### src/rtl/gpio_edge_pkg.sv
package gpio_edge_pkg;

  // Register byte offsets
  localparam logic [31:0] OFS_DRIVE = 32'h00;
  localparam logic [31:0] OFS_OPEN  = 32'h04;
  localparam logic [31:0] OFS_DATA  = 32'h08;
  localparam logic [31:0] OFS_EVENT = 32'h0C;
  localparam logic [31:0] OFS_IEN   = 32'h10;
  localparam logic [31:0] OFS_SENSE = 32'h14;

  typedef enum logic [2:0] {
    SEL_DRIVE,
    SEL_OPEN,
    SEL_DATA,
    SEL_EVENT,
    SEL_IEN,
    SEL_SENSE,
    SEL_NONE
  } reg_sel_e;

  function automatic reg_sel_e decode_offset(input logic [31:0] ofs);
    reg_sel_e r;
    case (ofs)
      OFS_DRIVE: r = SEL_DRIVE;
      OFS_OPEN:  r = SEL_OPEN;
      OFS_DATA:  r = SEL_DATA;
      OFS_EVENT: r = SEL_EVENT;
      OFS_IEN:   r = SEL_IEN;
      OFS_SENSE: r = SEL_SENSE;
      default:   r = SEL_NONE;
    endcase
    return r;
  endfunction

endpackage

### src/rtl/gpio_in_sync.sv
// Reorders pads into register-bit order, synchronises them and flags edges.
module gpio_in_sync #(
  parameter int NPINS = 32
) (
  input  logic             clk,
  input  logic             rst_n,
  input  logic [NPINS-1:0] pad_in,
  output logic [NPINS-1:0] level,
  output logic [NPINS-1:0] rise,
  output logic [NPINS-1:0] fall
);
  logic [NPINS-1:0] pad_bits;
  logic [NPINS-1:0] meta_q, sync_q, prev_q;

  for (genvar p = 0; p < NPINS; p++) begin : g_map
    localparam int B = NPINS - 1 - p;
    assign pad_bits[B] = pad_in[p];
  end

  always_ff @(posedge clk or negedge rst_n) begin
    if (!rst_n) begin
      meta_q <= '0;
      sync_q <= '0;
      prev_q <= '0;
    end else begin
      meta_q <= pad_bits;
      sync_q <= meta_q;
      prev_q <= sync_q;
    end
  end

  assign level = sync_q;
  assign rise  = sync_q & ~prev_q;
  assign fall  = ~sync_q & prev_q;
endmodule

### src/rtl/gpio_evt_latch.sv
// Per-bit event latch: edge capture by sense select, clear by writing ones.
module gpio_evt_latch #(
  parameter int NPINS = 32
) (
  input  logic             clk,
  input  logic             rst_n,
  input  logic [NPINS-1:0] rise,
  input  logic [NPINS-1:0] fall,
  input  logic [NPINS-1:0] fall_only,
  input  logic             clr_we,
  input  logic [NPINS-1:0] clr_mask,
  output logic [NPINS-1:0] capture,
  output logic [NPINS-1:0] evt_q
);
  function automatic logic [NPINS-1:0] pick_edges(
    input logic [NPINS-1:0] r, input logic [NPINS-1:0] f,
    input logic [NPINS-1:0] fo);
    return f | (r & ~fo);
  endfunction

  function automatic logic [NPINS-1:0] next_events(
    input logic [NPINS-1:0] cur, input logic [NPINS-1:0] clr,
    input logic [NPINS-1:0] cap);
    // capture is ORed last so a same-cycle edge beats the clear
    return (cur & ~clr) | cap;
  endfunction

  logic [NPINS-1:0] clr_eff;

  assign capture = pick_edges(rise, fall, fall_only);
  assign clr_eff = clr_we ? clr_mask : '0;

  always_ff @(posedge clk or negedge rst_n) begin
    if (!rst_n) evt_q <= '0;
    else        evt_q <= next_events(evt_q, clr_eff, capture);
  end
endmodule

### src/rtl/gpio_pad_drive.sv
// Converts register-bit-order controls into pin-order pad drive.
module gpio_pad_drive #(
  parameter int NPINS = 32
) (
  input  logic [NPINS-1:0] drive,
  input  logic [NPINS-1:0] open_drain,
  input  logic [NPINS-1:0] data,
  output logic [NPINS-1:0] pad_out,
  output logic [NPINS-1:0] pad_oe
);
  for (genvar p = 0; p < NPINS; p++) begin : g_pin
    localparam int B = NPINS - 1 - p;
    // open drain: enable only to pull low, never drive a one
    assign pad_oe[p]  = drive[B] & (~open_drain[B] | ~data[B]);
    assign pad_out[p] = drive[B] & ~open_drain[B] & data[B];
  end
endmodule

### src/rtl/gpio_edge_ctrl.sv
module gpio_edge_ctrl
  import gpio_edge_pkg::*;
#(
  parameter int NPINS  = 32,
  parameter int ADDR_W = 8
) (
  input  logic             clk,
  input  logic             rst_n,
  input  logic             bus_sel,
  input  logic             bus_wr,
  input  logic [ADDR_W-1:0] bus_addr,
  input  logic [NPINS-1:0] bus_wdata,
  output logic [NPINS-1:0] bus_rdata,
  input  logic [NPINS-1:0] pad_in,
  output logic [NPINS-1:0] pad_out,
  output logic [NPINS-1:0] pad_oe,
  output logic             irq
);
  localparam int DW = NPINS;

  logic [DW-1:0] drive_q, open_q, data_q, ien_q, sense_q;
  logic [DW-1:0] level, rise, fall, capture, evt_q, rd_mux;
  reg_sel_e      sel;
  logic          wr_en, rd_en, unmapped, evt_clr_we;

  function automatic logic [DW-1:0] data_view(
    input logic [DW-1:0] lvl, input logic [DW-1:0] drv,
    input logic [DW-1:0] stored);
    return (lvl & ~drv) | (stored & drv);
  endfunction

  assign sel        = decode_offset(32'(bus_addr));
  assign wr_en      = bus_sel & bus_wr;
  assign rd_en      = bus_sel & ~bus_wr;
  assign unmapped   = (sel == SEL_NONE);
  assign evt_clr_we = wr_en & (sel == SEL_EVENT);

  always_ff @(posedge clk or negedge rst_n) begin
    if (!rst_n) begin
      drive_q <= '0;
      open_q  <= '0;
      data_q  <= '0;
      ien_q   <= '0;
      sense_q <= '0;
    end else if (wr_en) begin
      case (sel)
        SEL_DRIVE: drive_q <= bus_wdata;
        SEL_OPEN:  open_q  <= bus_wdata;
        SEL_DATA:  data_q  <= bus_wdata;
        SEL_IEN:   ien_q   <= bus_wdata;
        SEL_SENSE: sense_q <= bus_wdata;
        default:   ;
      endcase
    end
  end

  always_comb begin
    case (sel)
      SEL_DRIVE: rd_mux = drive_q;
      SEL_OPEN:  rd_mux = open_q;
      SEL_DATA:  rd_mux = data_view(level, drive_q, data_q);
      SEL_EVENT: rd_mux = evt_q;
      SEL_IEN:   rd_mux = ien_q;
      SEL_SENSE: rd_mux = sense_q;
      default:   rd_mux = '0;
    endcase
  end

  assign bus_rdata = rd_en ? rd_mux : '0;

  gpio_in_sync #(.NPINS(NPINS)) u_sync (
    .clk   (clk),
    .rst_n (rst_n),
    .pad_in(pad_in),
    .level (level),
    .rise  (rise),
    .fall  (fall)
  );

  gpio_evt_latch #(.NPINS(NPINS)) u_evt (
    .clk      (clk),
    .rst_n    (rst_n),
    .rise     (rise),
    .fall     (fall),
    .fall_only(sense_q),
    .clr_we   (evt_clr_we),
    .clr_mask (bus_wdata),
    .capture  (capture),
    .evt_q    (evt_q)
  );

  gpio_pad_drive #(.NPINS(NPINS)) u_pad (
    .drive     (drive_q),
    .open_drain(open_q),
    .data      (data_q),
    .pad_out   (pad_out),
    .pad_oe    (pad_oe)
  );

  assign irq = |(evt_q & ien_q);
endmodule

### config.mk
export PLATFORM = sky130hd
export DESIGN_NAME = gpio_edge_ctrl
export DESIGN_NICKNAME = d
export VERILOG_FILES = /design/src/rtl/gpio_edge_pkg.sv /design/src/rtl/gpio_in_sync.sv /design/src/rtl/gpio_evt_latch.sv /design/src/rtl/gpio_pad_drive.sv /design/src/rtl/gpio_edge_ctrl.sv
export SDC_FILE = /design/constraint.sdc
export NUM_CORES = 1
export LEC_CHECK = 0
export BUFFER_PORTS_ARGS = -buffer_cell sky130_fd_sc_hd__buf_2
export CAP_MARGIN = 25
export CORE_MARGIN = 2
export CORE_UTILIZATION = 39
export CTS_CLUSTER_DIAMETER = 30
export DETAILED_ROUTE_END_ITERATION = 6
export PLACE_DENSITY_LB_ADDON = 0.08
export REMOVE_ABC_BUFFERS = 1
export SETUP_SLACK_MARGIN = 0.05
export SLEW_MARGIN = 20
export SYNTH_ARGS = -nofsm -noshare
export SYNTH_HDL_FRONTEND = slang
export SYNTH_SLANG_ARGS = --single-unit
### constraint.sdc
create_clock -name clk -period 18.3 [get_ports clk]
set_input_delay 5.49 -clock clk [delete_from_list [all_inputs] [get_ports clk]]
set_output_delay 5.49 -clock clk [all_outputs]
set_load 0.1 [all_outputs]
==> parameters.txt <==
Parameter                              Value

Status
  Outcome ... finished, violations left
  Violated checks ... design-rule violations

Die
  Total die area ... roughly 35000 um^2
  FP Rows ... 67
  Starting Density ... 39.3%
  Y dimension of the die ... approximately 190 um
  Chip Width ... 187 um
  Top Ports ... about 170
  Area of the core ... between 30000 and 40000 um^2

Clock tree
  CTS tree ... yes
  Clock root buffer ... sky130_fd_sc_hd__clkbuf_16
  Num CTS Buffers ... 76
  Gates resized, CTS repair ... 0
  Number of H-tree levels ... 3
  Total of hold buffers inserted after clock tree synthesis ... 0
  Clock sink count ... 288
  Post-CTS Setup Bufs ... 0
  Max Root-Sink Buffers ... 3
  Worst skew pair latency ... ~560 ps
  Clock slew seen by the registers of the worst setup and hold paths ... 40 ps

Synthesis
  Yosys warns ... 0
  Mean cell area of the mapped netlist ... 12.1 um^2
  Synthesized netlist cell count ... between 1000 and 1500
  Cell type contributing the most total cell area after synthesis ... sky130_fd_sc_hd__dfrtp_1
  Yosys top cell area share ... 55.1%
  Share of synthesized flip-flops with an asynchronous set or reset ... 100%
  Most common library cells after synthesis ... sky130_fd_sc_hd__dfrtp_1 (288), sky130_fd_sc_hd__mux2_2 (160), sky130_fd_sc_hd__nand2_1 (98)
  Synthesis-stage register bit count ... roughly 290
  Share of the yosys chip area belonging to registers ... 55.1%
  Leading cell types by total area after synthesis ... sky130_fd_sc_hd__dfrtp_1 (55%), sky130_fd_sc_hd__mux2_2 (14%), sky130_fd_sc_hd__mux2_4 (3.4%), sky130_fd_sc_hd__nand2_1 (2.8%), sky130_fd_sc_hd__a221o_1 (2.5%)
  Netlist cell types ... 42
  Ys flop type ... sky130_fd_sc_hd__dfrtp_1
  Total standard cell area after synthesis ... 13100 um^2
  Number of enable flip-flop cells after synthesis ... 0
  Dominant cell by count in the synthesized netlist ... sky130_fd_sc_hd__dfrtp_1

Routing
  Routed vias ... 9939
  Total wire length after detailed routing ... 38300 um
  Antenna viol nets, final ... 0
  Detailed-route DRC error count ... 2
  Average detailed-routed wire length per instance ... approximately 21 um
  Routed via count divided by cell count ... about 5.5
  Count of routing violations after the opening detailed-route iteration ... 655
  Length of the first detailed-routing pass in iterations ... 7

GRT
  Pin count of the biggest net entering global routing ... between 80 and 90
  Number of antenna violations at the first check in global routing ... 1
  Global-route wire length before repair ... ~59000 um
  Number of global-route vias before repair ... 10000
  Overall fraction of global-route tracks in use ... between 20% and 30%
  Remaining global-route overflow ... 0

STA
  Max Transition Viols Final ... 0
  Period minus WS final ... 14640 ps
  Clock skew after layout ... 11.1 ps
  Setup-failing EPs final ... 0
  Number of failing hold endpoints at the final stage ... 0
  Worst-Margin Slew ... 1060 ps
  Relative max-transition margin ... 29.4%
  RSZ-0062 raised after global routing ... false
  Setup Total Neg Slack ... 0 ps
  Final Cycle Share ... 80.0%
  Upper clock frequency limit ... ~0.068 GHz

Layout
  Share of cells above drive strength 1 ... 40.9%
  Count of antenna diodes in the layout ... 0
  Synthesis-to-finish area growth ... 30.7%
  Layout Utilization ... 51.3%
  Post-layout nets ... 1369

Worst setup path
  Data arrival time of the worst path ... 9150 ps
  Worst-path fanout max ... 40
  Startpoint type of the worst setup path ... input port
  Register-to-register setup slack ... 17400 ps
  Crit Path Class ... in2out
  Required time of the critical path ... 12810 ps
  Category of the worst setup path capture point ... output port

Job
  Count of max-cap constraint violations ... 0

Place
  Count of input and output buffers ... 172
  Final weighted congestion of routability-driven global placement ... 0.761
  Detailed placement HPWL ... approximately 23000 um

Hold path
  Type of the worst min-delay path ... reg2reg

Power
  VDD IR max ... 68.6 uV
  Static Leakage ... 8.00 nW
  Power density cells ... ~120 nW/um^2
report_power, final:
group	switching (mW)	internal [mW]	total, mW
logic	0.106	0.0342	0.140
clock network	0.374	0.932	1.31
registers	0.0225	0.660	0.683
per-stage QoR:
stage               setup WS, ps  instance area, um^2  total power [mW]  hold WS [ps]  cells
floorplan                   1520                12800             0.775           331   1022
global placement            3740                14500             0.831           332   1661
detailed placement          3730                14500             0.832           335   1661
CTS                         3730                17100              2.15           343   1792
global route                3520                17100              2.20           352   1793
finish                      3660                17100              2.13           341   1793
final timing paths:
kind / from / to / cells past startpoint
setup / recovery: bus_addr[6] / bus_rdata[9] / 12
hold / removal: u_sync.meta_q[16] / u_sync.level[16] / 0
setup reg to reg: u_sync.level[30] / u_evt.evt_q[30] / 1
hold reg to reg: u_sync.meta_q[16] / u_sync.level[16] / 0
max in group asynchronous: rst_n / u_sync.level[23] / 3
min in group asynchronous: rst_n / drive_q[27] / 1
cell families (layout without fill, tap and decap cells):
kind of cell | after synthesis | after routing | share of synthesized area (%)
compound gates | 213 | 213 | 12.5
fa+ha+maj | 1 | 1 | 0.0957
buf+inv | 65 | 327 | 2.13
flops | 288 | 288 | 55.1
mux | 192 | 192 | 17.4
simple gates | 324 | 324 | 12.7
worst max-delay path, cell delays in order:
cell and delay, ps:
sky130_fd_sc_hd__buf_2 120, sky130_fd_sc_hd__or3_2 480, sky130_fd_sc_hd__buf_4 350, sky130_fd_sc_hd__nor2_2 220
sky130_fd_sc_hd__inv_2 50, sky130_fd_sc_hd__ha_1 290, sky130_fd_sc_hd__a31oi_4 160, sky130_fd_sc_hd__buf_4 480
sky130_fd_sc_hd__o311ai_4 390, sky130_fd_sc_hd__buf_4 360, sky130_fd_sc_hd__a31oi_1 250, sky130_fd_sc_hd__buf_2 480
cell usage in the layout (no fill, tap or decap), types with 5 or more instances in the layout:
cell,n
sky130_fd_sc_hd__or3b_2,32
sky130_fd_sc_hd__mux2_2,160
sky130_fd_sc_hd__buf_2,170
sky130_fd_sc_hd__nand3_1,32
sky130_fd_sc_hd__a22oi_1,16
sky130_fd_sc_hd__a221o_1,32
sky130_fd_sc_hd__bufinv_16,6
sky130_fd_sc_hd__a31oi_1,33
sky130_fd_sc_hd__clkbuf_8,20
sky130_fd_sc_hd__and3_1,32
sky130_fd_sc_hd__nor2b_1,31
sky130_fd_sc_hd__nor2_1,69
sky130_fd_sc_hd__nand2_1,98
sky130_fd_sc_hd__a222oi_1,31
sky130_fd_sc_hd__buf_4,20
sky130_fd_sc_hd__mux2_4,30
sky130_fd_sc_hd__clkbuf_16,78
sky130_fd_sc_hd__clkbuf_1,15
sky130_fd_sc_hd__clkinv_2,5
sky130_fd_sc_hd__dfrtp_1,288
sky130_fd_sc_hd__a21boi_0,32
sky130_fd_sc_hd__a211oi_1,31
sky130_fd_sc_hd__o21ai_0,32
layout make-up:
type	count	area, um^2
Tap cell	448	561
Clock inverter	18	285
Sequential cell	288	7210
Inverter	4	15.0
Timing Repair Buffer	192	1040
Clock buffer	113	2280
Multi-Input combinational cell	730	5690
Fill cell	2963	16200
metal layers:
layer	track usage, %	vias up	part of all wire (%)
met5	0	-	0.034
met4	8.39	2	2.6
met3	4.69	89	6.0
met2	33.3	351	46
met1	30.8	5004	46
li1	-	4493	-
No activity file was read; power rests on OpenSTA's default activity.
